[config.mk]
export PLATFORM = sky130hd
export DESIGN_NAME = lsu_lane_unit
export DESIGN_NICKNAME = d
export VERILOG_FILES = /design/src/rtl/lsu_pkg.sv /design/src/rtl/lsu_addr_gen.sv /design/src/rtl/lsu_lane_steer.sv /design/src/rtl/lsu_load_align.sv /design/src/rtl/lsu_lane_unit.sv
export SDC_FILE = /design/constraint.sdc
export NUM_CORES = 1
export LEC_CHECK = 0
export BUFFER_PORTS_ARGS = -buffer_cell sky130_fd_sc_hd__buf_2
export CAP_MARGIN = 20
export CORE_MARGIN = 2
export CORE_UTILIZATION = 48
export CTS_BUF_LIST = sky130_fd_sc_hd__clkbuf_4
export DETAILED_ROUTE_END_ITERATION = 10
export PLACE_DENSITY = 0.82
export SLEW_MARGIN = 0
export SYNTH_ARGS = -nofsm -noshare
export SYNTH_HDL_FRONTEND = slang
export SYNTH_SLANG_ARGS = --single-unit
[constraint.sdc]
create_clock -name clk -period 1.7 [get_ports clk]
set_input_delay 0.255 -clock clk [delete_from_list [all_inputs] [get_ports clk]]
set_output_delay 0.255 -clock clk [all_outputs]
set_load 0.1 [all_outputs]
[src/rtl/lsu_pkg.sv]
package lsu_pkg;
  localparam int BYTE_W = 8;
  localparam int LANES  = 4;
  localparam int BUS_W  = BYTE_W * LANES;
  localparam int OFF_W  = $clog2(LANES);

  typedef enum logic [1:0] {
    SZ_BYTE = 2'd0,
    SZ_HALF = 2'd1,
    SZ_WORD = 2'd2,
    SZ_WIDE = 2'd3   // handled as a word
  } acc_size_e;

  // number of low address bits fixed by the access size
  function automatic int unsigned size_log2(acc_size_e s);
    case (s)
      SZ_BYTE: return 0;
      SZ_HALF: return 1;
      default: return 2;
    endcase
  endfunction
endpackage

[src/rtl/lsu_addr_gen.sv]
module lsu_addr_gen
  import lsu_pkg::*;
#(
  parameter int ADDR_W = 32,
  parameter int DIR_W  = 8
) (
  input  acc_size_e         size,
  input  logic              direct,
  input  logic [ADDR_W-1:0] ea,
  input  logic [DIR_W-1:0]  dir_op,
  output logic [ADDR_W-1:0] addr
);
  localparam int PAD_W = ADDR_W - DIR_W;

  logic [ADDR_W-1:0] dir_ext;
  logic [ADDR_W-1:0] raw;
  logic [ADDR_W-1:0] keep_mask;

  always_comb begin
    dir_ext   = {{PAD_W{1'b0}}, dir_op};
    raw       = direct ? (dir_ext << size_log2(size)) : ea;
    keep_mask = '1 << size_log2(size);
    addr      = raw & keep_mask;
  end
endmodule

[src/rtl/lsu_lane_steer.sv]
module lsu_lane_steer
  import lsu_pkg::*;
(
  input  acc_size_e          size,
  input  logic [OFF_W-1:0]   offset,
  input  logic               write,
  input  logic [BUS_W-1:0]   wdata,
  output logic [LANES-1:0]   strb,
  output logic [BUS_W-1:0]   lanes
);
  for (genvar g = 0; g < LANES; g++) begin : g_lane
    localparam int HI = BUS_W - 1 - BYTE_W * g;
    localparam logic [OFF_W-1:0] GI = OFF_W'(g);
    logic              covered;
    logic [BYTE_W-1:0] bval;

    always_comb begin
      case (size)
        SZ_BYTE: begin
          covered = (offset == GI);
          bval    = wdata[BYTE_W-1:0];
        end
        SZ_HALF: begin
          covered = (offset[1] == GI[1]);
          bval    = GI[0] ? wdata[BYTE_W-1:0] : wdata[2*BYTE_W-1:BYTE_W];
        end
        default: begin
          covered = 1'b1;
          bval    = wdata[HI -: BYTE_W];
        end
      endcase
    end

    assign lanes[HI -: BYTE_W]  = covered ? bval : '0;
    assign strb[LANES - 1 - g]  = covered & write;
  end
endmodule

[src/rtl/lsu_load_align.sv]
module lsu_load_align
  import lsu_pkg::*;
(
  input  logic [BUS_W-1:0] word,
  input  acc_size_e        size,
  input  logic [OFF_W-1:0] offset,
  input  logic             sgn,
  output logic [BUS_W-1:0] data
);
  logic [BYTE_W-1:0]   b;
  logic [2*BYTE_W-1:0] h;

  always_comb begin
    case (offset)
      2'd0:    b = word[31:24];
      2'd1:    b = word[23:16];
      2'd2:    b = word[15:8];
      default: b = word[7:0];
    endcase
    h = offset[1] ? word[15:0] : word[31:16];
    case (size)
      SZ_BYTE: data = {{(BUS_W-BYTE_W){sgn & b[BYTE_W-1]}}, b};
      SZ_HALF: data = {{(BUS_W-2*BYTE_W){sgn & h[2*BYTE_W-1]}}, h};
      default: data = word;
    endcase
  end
endmodule

[src/rtl/lsu_lane_unit.sv]
module lsu_lane_unit
  import lsu_pkg::*;
#(
  parameter int ADDR_W = 32,
  parameter int DIR_W  = 8
) (
  input  logic              clk,
  input  logic              rst_n,
  input  logic              req_valid,
  output logic              req_ready,
  input  logic [1:0]        req_size,
  input  logic              req_direct,
  input  logic [ADDR_W-1:0] req_ea,
  input  logic [DIR_W-1:0]  req_dir_op,
  input  logic              req_write,
  input  logic [BUS_W-1:0]  req_wdata,
  output logic              acc_valid,
  input  logic              acc_ready,
  output logic [ADDR_W-1:0] acc_addr,
  output logic [LANES-1:0]  acc_strb,
  output logic [BUS_W-1:0]  acc_wdata,
  output logic              acc_write,
  input  logic [ADDR_W-1:0] pc_in,
  output logic [ADDR_W-1:0] pc_out,
  input  logic              ret_valid,
  input  logic [BUS_W-1:0]  ret_word,
  input  logic [1:0]        ret_size,
  input  logic [1:0]        ret_offset,
  input  logic              ret_signed,
  output logic              ld_valid,
  output logic [BUS_W-1:0]  ld_data
);
  localparam int WIN_LSB = DIR_W + 2;

  acc_size_e         size_in, size_q, ret_sz;
  logic [ADDR_W-1:0] addr_n;
  logic [LANES-1:0]  strb_n;
  logic [BUS_W-1:0]  lanes_n, ld_n;
  logic [OFF_W-1:0]  ret_off_al;
  logic              take;

  assign size_in   = acc_size_e'(req_size);
  assign ret_sz    = acc_size_e'(ret_size);
  assign req_ready = !acc_valid || acc_ready;
  assign take      = req_valid && req_ready;
  // a half-word load ignores offset bit 0
  assign ret_off_al = (ret_sz == SZ_HALF) ? {ret_offset[1], 1'b0} : ret_offset;

  lsu_addr_gen #(.ADDR_W(ADDR_W), .DIR_W(DIR_W)) i_addr (
    .size(size_in), .direct(req_direct), .ea(req_ea),
    .dir_op(req_dir_op), .addr(addr_n)
  );

  lsu_lane_steer i_steer (
    .size(size_in), .offset(addr_n[OFF_W-1:0]), .write(req_write),
    .wdata(req_wdata), .strb(strb_n), .lanes(lanes_n)
  );

  lsu_load_align i_ld (
    .word(ret_word), .size(ret_sz), .offset(ret_off_al),
    .sgn(ret_signed), .data(ld_n)
  );

  always_ff @(posedge clk) begin
    if (!rst_n) begin
      acc_valid <= 1'b0;
      acc_addr  <= '0;
      acc_strb  <= '0;
      acc_wdata <= '0;
      acc_write <= 1'b0;
      size_q    <= SZ_BYTE;
    end else if (take) begin
      acc_valid <= 1'b1;
      acc_addr  <= addr_n;
      acc_strb  <= strb_n;
      acc_wdata <= lanes_n;
      acc_write <= req_write;
      size_q    <= size_in;
    end else if (acc_ready) begin
      acc_valid <= 1'b0;
    end
  end

  always_ff @(posedge clk) begin
    if (!rst_n) begin
      pc_out   <= '0;
      ld_valid <= 1'b0;
      ld_data  <= '0;
    end else begin
      pc_out   <= {pc_in[ADDR_W-1:1], 1'b0};
      ld_valid <= ret_valid;
      if (ret_valid) ld_data <= ld_n;
    end
  end


  strb_count_chk: assert property (@(posedge clk) disable iff (!rst_n)
    (acc_valid && acc_write) |-> ($countones(acc_strb) == 1 ||
                                  $countones(acc_strb) == 2 ||
                                  $countones(acc_strb) == 4));

  read_no_strb_chk: assert property (@(posedge clk) disable iff (!rst_n)
    (acc_valid && !acc_write) |-> (acc_strb == '0));

  word_align_chk: assert property (@(posedge clk) disable iff (!rst_n)
    (acc_valid && (size_q == SZ_WORD || size_q == SZ_WIDE)) |-> (acc_addr[1:0] == 2'b00));

  half_align_chk: assert property (@(posedge clk) disable iff (!rst_n)
    (acc_valid && size_q == SZ_HALF) |-> !acc_addr[0]);

  direct_window_chk: assert property (@(posedge clk) disable iff (!rst_n)
    (req_valid && req_ready && req_direct) |=> (acc_addr[ADDR_W-1:WIN_LSB] == '0));

  hold_chk: assert property (@(posedge clk) disable iff (!rst_n)
    (acc_valid && !acc_ready) |=> (acc_valid && $stable(acc_addr) &&
                                   $stable(acc_strb) && $stable(acc_wdata)));

  latency_chk: assert property (@(posedge clk) disable iff (!rst_n)
    (req_valid && req_ready) |=> acc_valid);

  pc_even_chk: assert property (@(posedge clk) disable iff (!rst_n)
    !pc_out[0]);

  ld_follow_chk: assert property (@(posedge clk) disable iff (!rst_n)
    ret_valid |=> ld_valid);
endmodule

==> results of run 1 <==
## stage by stage
stage	cells	area [sq um]	utilization	hold WS (ps)	setup slack (ps)
detailed placement	1060	7410	0.622	440	69.0
finish	1185	8620	0.724	32.3	74.2
CTS	1185	8620	0.723	0.304	46.8
global route	1185	8620	0.724	10.1	10.6
global placement	1060	7410	0.622	435	110
floorplan	664	5810	-	374	32.7
## cells in the final DEF, fill, tap and decap left out, types with 3 or more instances in the layout
master and count:
sky130_fd_sc_hd__o31ai_1 16, sky130_fd_sc_hd__clkinvlp_4 3, sky130_fd_sc_hd__a31oi_1 7, sky130_fd_sc_hd__clkbuf_4 20, sky130_fd_sc_hd__nor3b_1 6, sky130_fd_sc_hd__nand2b_1 5, sky130_fd_sc_hd__inv_1 8, sky130_fd_sc_hd__a21oi_1 64
sky130_fd_sc_hd__a22oi_1 7, sky130_fd_sc_hd__o21ai_0 41, sky130_fd_sc_hd__clkinv_4 4, sky130_fd_sc_hd__buf_2 281, sky130_fd_sc_hd__dfxtp_1 133, sky130_fd_sc_hd__buf_12 4, sky130_fd_sc_hd__o211ai_1 34, sky130_fd_sc_hd__nand3_1 43
sky130_fd_sc_hd__clkinv_1 4, sky130_fd_sc_hd__nand3b_1 22, sky130_fd_sc_hd__dlygate4sd3_1 93, sky130_fd_sc_hd__and2_1 34, sky130_fd_sc_hd__o221a_1 8, sky130_fd_sc_hd__nor2_1 13, sky130_fd_sc_hd__nand4_1 11, sky130_fd_sc_hd__buf_4 23
sky130_fd_sc_hd__mux2i_1 39, sky130_fd_sc_hd__o21bai_1 6, sky130_fd_sc_hd__nand2_1 80
## flip-flops by register name, summed over array words and instances, names as in the netlist
signal     cells
acc_addr      32
acc_wdata     32
ld_data       32
pc_out        31
acc_strb       4
acc_valid      1
acc_write      1
ld_valid       1
## logic make-up (layout without fill, tap and decap cells)
logic type / Yosys count / in the layout / share of synthesized area
flip-flops: 134 / 134 / 0.464
AND/OR/NAND/NOR: 226 / 226 / 0.201
multiplexers: 40 / 40 / 0.0694
AO/OA/AOI/OAI: 194 / 194 / 0.217
other: 1 / 1 / 0.000648
buffers and inverters: 69 / 443 / 0.0482
## final cells by class
| type | instances | area (sq um) | share of cell area |
|---|---|---|---|
| timing repair buffer | 402 | 2600 | 0.301 |
| multi-input combinational | 461 | 2840 | 0.330 |
| inverter | 9 | 33.8 | 0.00392 |
| tap | 147 | 184 | 0.0213 |
| clock inverter | 13 | 134 | 0.0155 |
| clock buffer | 19 | 143 | 0.0166 |
| sequential | 134 | 2690 | 0.312 |
## synthesized netlist by cell type (3+ instances only)
library cell	count	area [sq um]
sky130_fd_sc_hd__dfxtp_1	134	2680
sky130_fd_sc_hd__nand2_1	81	304
sky130_fd_sc_hd__a21oi_1	64	320
sky130_fd_sc_hd__clkbuf_1	45	169
sky130_fd_sc_hd__nand3_1	44	220
sky130_fd_sc_hd__o21ai_0	41	205
sky130_fd_sc_hd__mux2i_1	39	390
sky130_fd_sc_hd__and2_1	34	213
sky130_fd_sc_hd__o211ai_1	34	255
sky130_fd_sc_hd__nand3b_1	22	165
sky130_fd_sc_hd__o31ai_1	16	120
sky130_fd_sc_hd__nor2_1	13	48.8
sky130_fd_sc_hd__nand4_1	11	68.8
sky130_fd_sc_hd__inv_1	8	30.0
sky130_fd_sc_hd__o221a_1	8	90.1
sky130_fd_sc_hd__a22oi_1	7	52.6
sky130_fd_sc_hd__a31oi_1	7	43.8
sky130_fd_sc_hd__buf_2	7	35.0
sky130_fd_sc_hd__nand2b_1	6	37.5
sky130_fd_sc_hd__nor3b_1	6	45.0
sky130_fd_sc_hd__o21bai_1	6	45.0
sky130_fd_sc_hd__buf_1	5	18.8
sky130_fd_sc_hd__buf_4	3	22.5
## path summary, 6_finish.rpt
check        depth (start not counted)                          to                  startpoint
max reg2reg                          5  acc_wdata[20]$_SDFFE_PN0P_      acc_valid$_SDFFE_PN0P_
min reg2reg                          2   acc_wdata[2]$_SDFFE_PN0P_   acc_wdata[2]$_SDFFE_PN0P_
min                                  3    acc_addr[8]$_SDFFE_PN0P_                   req_ea[8]
max                                  1               acc_wdata[25]  acc_wdata[25]$_SDFFE_PN0P_
## power groups by stage
stage	clock [W]	combinational [W]	sequential, W
final	0.00208	0.00276	0.00342
after global routing	0.00225	0.00288	0.00344
after CTS	0.00211	0.00272	0.00342
after detailed placement	0	0.00255	0.00348
after global placement	0	0.00252	0.00348
after floorplan	0	0.000596	0.00485
## routing by layer
layer  GRT usage  share of wire  vias to the layer above
li1            -              -                     3109
met1       0.356           0.37                     3082
met2       0.527           0.48                      432
met3      0.0946          0.099                      119
met4       0.193          0.054                        0
met5           0              0                        -
## timing repair
item,CTS,global route
endpoints found under the setup margin,1,1
resized for setup,1,1
hold buffers,93,0
endpoints found under the hold margin,94,0
## worst register-to-register path: stages (launching register included)
cell	delay (ps)
sky130_fd_sc_hd__dfxtp_4	380
sky130_fd_sc_hd__nand2b_4	80
sky130_fd_sc_hd__and2_1	150
sky130_fd_sc_hd__buf_4	150
sky130_fd_sc_hd__nand3_2	200
sky130_fd_sc_hd__o31ai_1	370
==> summary.md, run 1 <==
Grouping stages by cell kind, the critical path spends the most delay in buffers and inverters. Wires add up to 21.0 mm. The tools report the maximum ir drop on the vdd rail as 0.582 mV. The slew at the pin closest to its max-slew limit is 520 ps, and the number of iterations in the first detailed-routing pass is 5. Type of the setup path with the least slack: register to primary output.

The number of clock sinks seen by CTS was 134. The tools report the distinct cell type count of the synthesized netlist as 42. The via density per instance is 5.69, and the area overhead of the layout relative to synthesis is 48.9%. The tool flagged a number of max-cap violations equal to 0. Counting along the longest clock path gives a buffer depth of 2. The run gives 6660 as the via count of the first global-routing pass. In the routed design, unresolved DRC markers number 0.

After floorplanning, the core was divided into 40 placement rows. For the worst max-slew margin expressed relative to the limit, the log shows 0.645. The min-delay analysis places its worst path in the category input port to register. Dividing the detail-routed wire length by the instance count gives 17.7 microns. Setup repair after global routing left no endpoint under its margin. Setup violations remaining at the end of the flow were counted as 0. The fraction of final layout cells with drive strength greater than 1 was 0.337; the final RePlAce weighted congestion was 0.880. The tools report the CTS buffer count as 17.

The number of buffer cells added on primary ports came out at 283. TritonCTS built the clock tree. The tools report the max-slew violation count as 0. Pin placement for this block handled 286 I/O pins. The switching share of power is 0.406. Between clock sinks in the finished design, the worst skew comes to 13.6 ps.

The count of buffer and inverter cells on the critical path is 1, and the internal reg-to-reg setup slack is 260 ps. The placeable core region came out at 11900 sq um. For the initial antenna violation count, the log shows 0. The die span in x is 114 microns, and the share of total power in the clock network is 0.252. In this run the power density over the cells is 959 nW/um^2.

For this run, the top clock speed supported by timing is 615 MHz. The shortest clock period the worst path allows after layout was 1630 ps; the clock latency on the worst-skew pair was 540 ps. The total overflow left after global routing is 0. The relative contribution of sequential cells to total power came out at 0.414. Synthesis produced a netlist with a net count of 814. The tools report the number of warnings reported in the yosys synthesis log as 0.

Data on the critical path is required at its endpoint by 1440 ps. The critical path goes through buf_2. The number of setup buffers added after CTS is 0. The run gives 0.00491 W as the internal cell power.

The tools report the effective utilization at floorplan as 0.486. The count of antenna-violating nets left after detailed routing is 0. For this run, the post-layout net count is 1175. Data arrives at the worst endpoint at 1370 ps. The filler cells instantiated in the layout total 841. The delay of the slowest cell on the worst path was 440 ps.

The tools report the combinational group share of total power as 0.334. The total count of hold-check failures in the final report is 0. For this run, the leading register cell type out of synthesis is sky130_fd_sc_hd__dfxtp_1. Violation count after the first detailed-route iteration: 636. The kind of capture point of the worst setup path is a primary output. In this run, synthesis produced a sequential element count of 134. The run finished with clean final reports. In this run the clock root is driven by a sky130_fd_sc_hd__clkbuf_4. The synthesized area per cell is 8.72 sq um. The floorplan step defined a die boundary enclosing 13000 sq um. Synthesis produced 664 cells. The share of the clock period used by the worst path was 0.956. The fraction of registers with async set/reset is 0. Global routing usage summed across all routing layers: 0.316. The run gives 0.00336 W as the switching power of the nets.

Clock-pin slew was measured on the worst setup and hold paths at 120 ps. The post-synthesis cell area was 5790 sq um; the H-tree depth was 4. For this design, the slowest cell found on the critical path is sky130_fd_sc_hd__buf_2. Post-route total power: 0.00827 W. After routing, the total negative slack on setup checks comes to 0 ps. In this run, synthesis inferred 0 flip-flops with an integrated enable.

Entering global routing, the biggest net connects 62 pins. The number of diodes came out at 0. The worst setup path is launched from a register. In this run the static leakage power is 4.02 nW. Of all nets on the critical path, the largest fanout is 2. The die height was 114 microns; the sequential fraction of the synthesis area was 0.464.

Detailed routing inserted a total of 6742 vias. For the first-pass GRT wire length, the log shows 32.6 mm. The half-perimeter wire length after placement came out at 13.2 mm.
Note: power is estimated with default switching activity, not from simulation.
==> run 2: changes to the inputs <==
--- a/config.mk
+++ b/config.mk
@@ -9,9 +9,9 @@
 export CAP_MARGIN = 20
 export CORE_MARGIN = 2
 export CORE_UTILIZATION = 48
-export CTS_BUF_LIST = sky130_fd_sc_hd__clkbuf_4
+export CTS_BUF_LIST = sky130_fd_sc_hd__clkbuf_2 sky130_fd_sc_hd__clkbuf_4 sky130_fd_sc_hd__clkbuf_8
 export DETAILED_ROUTE_END_ITERATION = 10
-export PLACE_DENSITY = 0.82
+export PLACE_DENSITY = 0.83
 export SLEW_MARGIN = 0
 export SYNTH_ARGS = -nofsm -noshare
 export SYNTH_HDL_FRONTEND = slang
==> summary.md, run 2 (synthesized netlist as in run 1, its figures left out) <==
The flow ran to the end, and the final reports show no timing, DRC or antenna violations. The count of antenna-violating nets left after detailed routing was 0 (unchanged). The area overhead of the layout relative to synthesis came out at 38.4%. The tools report the H-tree depth as 4 (unchanged).

The die height works out to 114 microns (unchanged). The top cell types in the final layout, fill and taps aside, are sky130_fd_sc_hd__buf_2 (283), sky130_fd_sc_hd__dfxtp_1 (133), sky130_fd_sc_hd__nand2_1 (80). Power per cell area: 1070 nW/um^2 (+11%). The number of iterations in the first detailed-routing pass was 5 (unchanged); the relative contribution of sequential cells to total power was 0.399 (-0.015). The maximum fanout along the worst path is 4 (+2). The effective utilization at floorplan came out at 0.486 (unchanged). The maximum ir drop on the vdd rail came out at 1.13 mV (+94%).

The share of the clock period used by the worst path is 0.915 (-0.0418), and the arrival time of the worst setup path is 1300 ps (-70 ps). For the worst max-slew margin expressed relative to the limit, the log shows 0.649 (+0.00430). The final total negative setup slack was 0 ps (unchanged).

The run gives 504 (-21%) as the violation count after the first detailed-route iteration. The critical path goes through nand2b_4 -> buf_2. Slowest library cell on the worst path: sky130_fd_sc_hd__buf_2.

The critical path is of the register to primary output type. The number of instances resized during post-cts repair is 0 (-1), and the total vias in the final route is 6128 (-9.1%). The logs give 1105 (-6.0%) for the net total in the final layout and 57 (-8.1%) for the pin count of the biggest net entering global routing.

Leaving out fill and tap cells, the most frequent cell in the layout is sky130_fd_sc_hd__buf_2. The number of clock sinks seen by CTS was 134 (unchanged); the internal reg-to-reg setup slack was 200 ps (-60 ps). The total setup violations reported at the end of the flow came out at 0 (unchanged). Final routed wire length divided by cell count: 16.8 microns (-4.9%). The worst hold path belongs to the class input port to register. The count of buffer and inverter cells on the critical path works out to 1 (unchanged).

The tools report the end of the worst hold path as pc_out[11]$_SDFF_PN0_. The tools report the number of diodes as 0 (unchanged). The clock-pin transition on the worst setup and hold timing paths is 80 ps (-40 ps). In this run the most critical hold path is launched from pc_in[11].

The run gives 0 (unchanged) as the overall overflow remaining after global route. In the final layout, the registers with the most flip-flops are acc_addr x32, acc_wdata x32, ld_data x32. The initial antenna violation count came out at 0 (unchanged).

The worst setup path is captured at a primary output. The tools report the startpoint class of the critical path as a register. The die area is 13000 sq um (unchanged).

The run gives 0.284 (-0.0318) as the global routing usage summed across all routing layers. TritonCTS built the clock tree. The die span in x came out at 114 microns (unchanged). For the clock skew after layout, the log shows 16.6 ps (+3.00 ps).

The worst register-to-register path ends at acc_wdata[27]$_SDFFE_PN0P_. The total count of hold-check failures in the final report was 0 (unchanged). For the post-CTS repair timing setup buffer count, the log shows 0 (unchanged).

The run gives 460 ps (-80 ps) as the clock latency on the worst-skew pair. The via count of the first global-routing pass was 5805 (-13%). Switching share of power: 0.406 (about the same).

The number of buffer cells added on primary ports came out at 283 (unchanged). The number of remaining DRC errors is 0 (unchanged), and the standby leakage power is 3.76 nW (-6.3%). The run gives 643 MHz (+4.6%) as the highest clock frequency the design can meet. Slew at the pin closest to its max-slew limit: 530 ps (+10.6 ps). The number of ports placed on the die boundary came out at 286 (unchanged).

The instance area after placement is 7370 sq um (-0.47%). Via density per instance: 5.50 (-3.4%). For the max-slew violation count, the log shows 0 (unchanged).

The fraction of final layout cells with drive strength greater than 1 is 0.362 (+0.0244). Setup repair after global routing left no endpoint under its margin. The tools report the switching power of the nets as 0.00348 W (+3.5%). The run gives 8010 sq um (-7.1%) as the design area.

Shortest clock period the worst path allows after layout: 1550 ps (-71.0 ps). The top cell family by delay on the critical path was buffers and inverters. The number of buffers added to fix hold violations after cts was 26 (-72%); the final RePlAce weighted congestion was 0.902 (+2.5%).

The tools report the floorplan row count as 40 (unchanged). The tools report the number of maximum-capacitance constraint violations as 0 (unchanged). The number of cells on the worst reg-to-reg path was 5 (unchanged); the required arrival time at the worst endpoint was 1440 ps (about the same).

The placeable core region is 11900 sq um (unchanged). The internal cell power was 0.00508 W (+3.6%). The worst register-to-register path begins at acc_valid$_SDFFE_PN0P_.

The combinational group share of total power is 0.303 (-0.031), and the maximum root-to-sink buffer count is 2 (unchanged). The run gives 18.8 mm (-11%) as the post-detailed-routing wire length. The half-perimeter wire length after placement is 12.9 mm (-2.6%), and the delay of the slowest cell on the worst path is 430 ps (about the same).

The clock tree root buffer cell is sky130_fd_sc_hd__clkbuf_8. The CTS buffer count is 17 (unchanged). The number of cells on the worst hold path works out to 2 (-1). The first-pass GRT wire length came out at 29.0 mm (-11%).

The share of total power in the clock network was 0.298 (+0.046).
[run 2: changes by cell type in the layout (fill, tap and decap cells not counted)]
cell                            delta
sky130_fd_sc_hd__buf_4             -3
sky130_fd_sc_hd__inv_6             +4
sky130_fd_sc_hd__inv_8             +1
sky130_fd_sc_hd__buf_2             +2
sky130_fd_sc_hd__bufinv_16         -1
sky130_fd_sc_hd__clkbuf_4         -20
sky130_fd_sc_hd__clkinv_4          +1
sky130_fd_sc_hd__clkinvlp_4        -1
sky130_fd_sc_hd__dlygate4sd3_1    -67
sky130_fd_sc_hd__buf_12            -1
sky130_fd_sc_hd__clkinv_2          +1
sky130_fd_sc_hd__clkbuf_8         +17
sky130_fd_sc_hd__clkinv_1          -3
[run 2: power groups by stage]
stage / Clock [W] / Combinational (W) / Sequential [W]
CTS: 0.00261 / 0.00258 / 0.00341
detailed placement: 0 / 0.00253 / 0.00348
finish: 0.00255 / 0.00260 / 0.00341
global route: 0.00274 / 0.00272 / 0.00343
global placement: 0 / 0.00251 / 0.00348
floorplan: 0 / 0.000596 / 0.00485
[run 2: how the worst max path moves through the flow]
stage	end	slack, ps	cells past startpoint	start
5_1_grt	acc_wdata[25]$_SDFFE_PN0P_	90	5	acc_valid$_SDFFE_PN0P_
4_1_cts	req_ready	110	2	acc_valid$_SDFFE_PN0P_
3_5_place_dp	acc_wdata[27]$_SDFFE_PN0P_	80	5	req_size[0]
6_report	req_ready	150	2	acc_valid$_SDFFE_PN0P_
2_1_floorplan	acc_addr[8]$_SDFFE_PN0P_	30	6	acc_valid$_SDFFE_PN0P_
3_3_place_gp	ld_data[7]$_SDFFE_PN0P_	140	7	ret_offset[1]
[run 2: worst reg2reg max path: stages (launching register included)]
cell                       delay (ps)
sky130_fd_sc_hd__dfxtp_4          350
sky130_fd_sc_hd__nand2b_4          70
sky130_fd_sc_hd__and2_1           140
sky130_fd_sc_hd__buf_4            290
sky130_fd_sc_hd__nand3_1          330
sky130_fd_sc_hd__o21ai_0          250
[run 2: cell type report]
cell class	count	area, sq um
clock buffer	17	234
inverter	9	33.8
clock inverter	15	145
tap	147	184
timing repair buffer	332	1890
multi-input combinational	461	2840
sequential	134	2690
fill	950	3900
[run 2: stage by stage]
stage / power (W) / std cells / hold WS [ps] / setup WS (ps) / util
final: 0.00856 / 1115 / 41.6 / 145 / 0.672
after global routing: 0.00889 / 1115 / 15.7 / 86.2 / 0.672
after CTS: 0.00860 / 1115 / 11.3 / 105 / 0.672
after detailed placement: 0.00601 / 1057 / 441 / 78.2 / 0.619
after global placement: 0.00599 / 1057 / 435 / 135 / 0.619
after floorplan: 0.00544 / 664 / 374 / 32.7 / -
[run 2: per-layer routing]
| layer | track usage | vias up | wire (microns) |
|---|---|---|---|
| met5 | 0 | - | 0 |
| met2 | 0.468 | 306 | 8950 |
| met1 | 0.337 | 2818 | 7560 |
| li1 | - | 2963 | - |
| met3 | 0.0887 | 41 | 1750 |
| met4 | 0.137 | 0 | 509 |
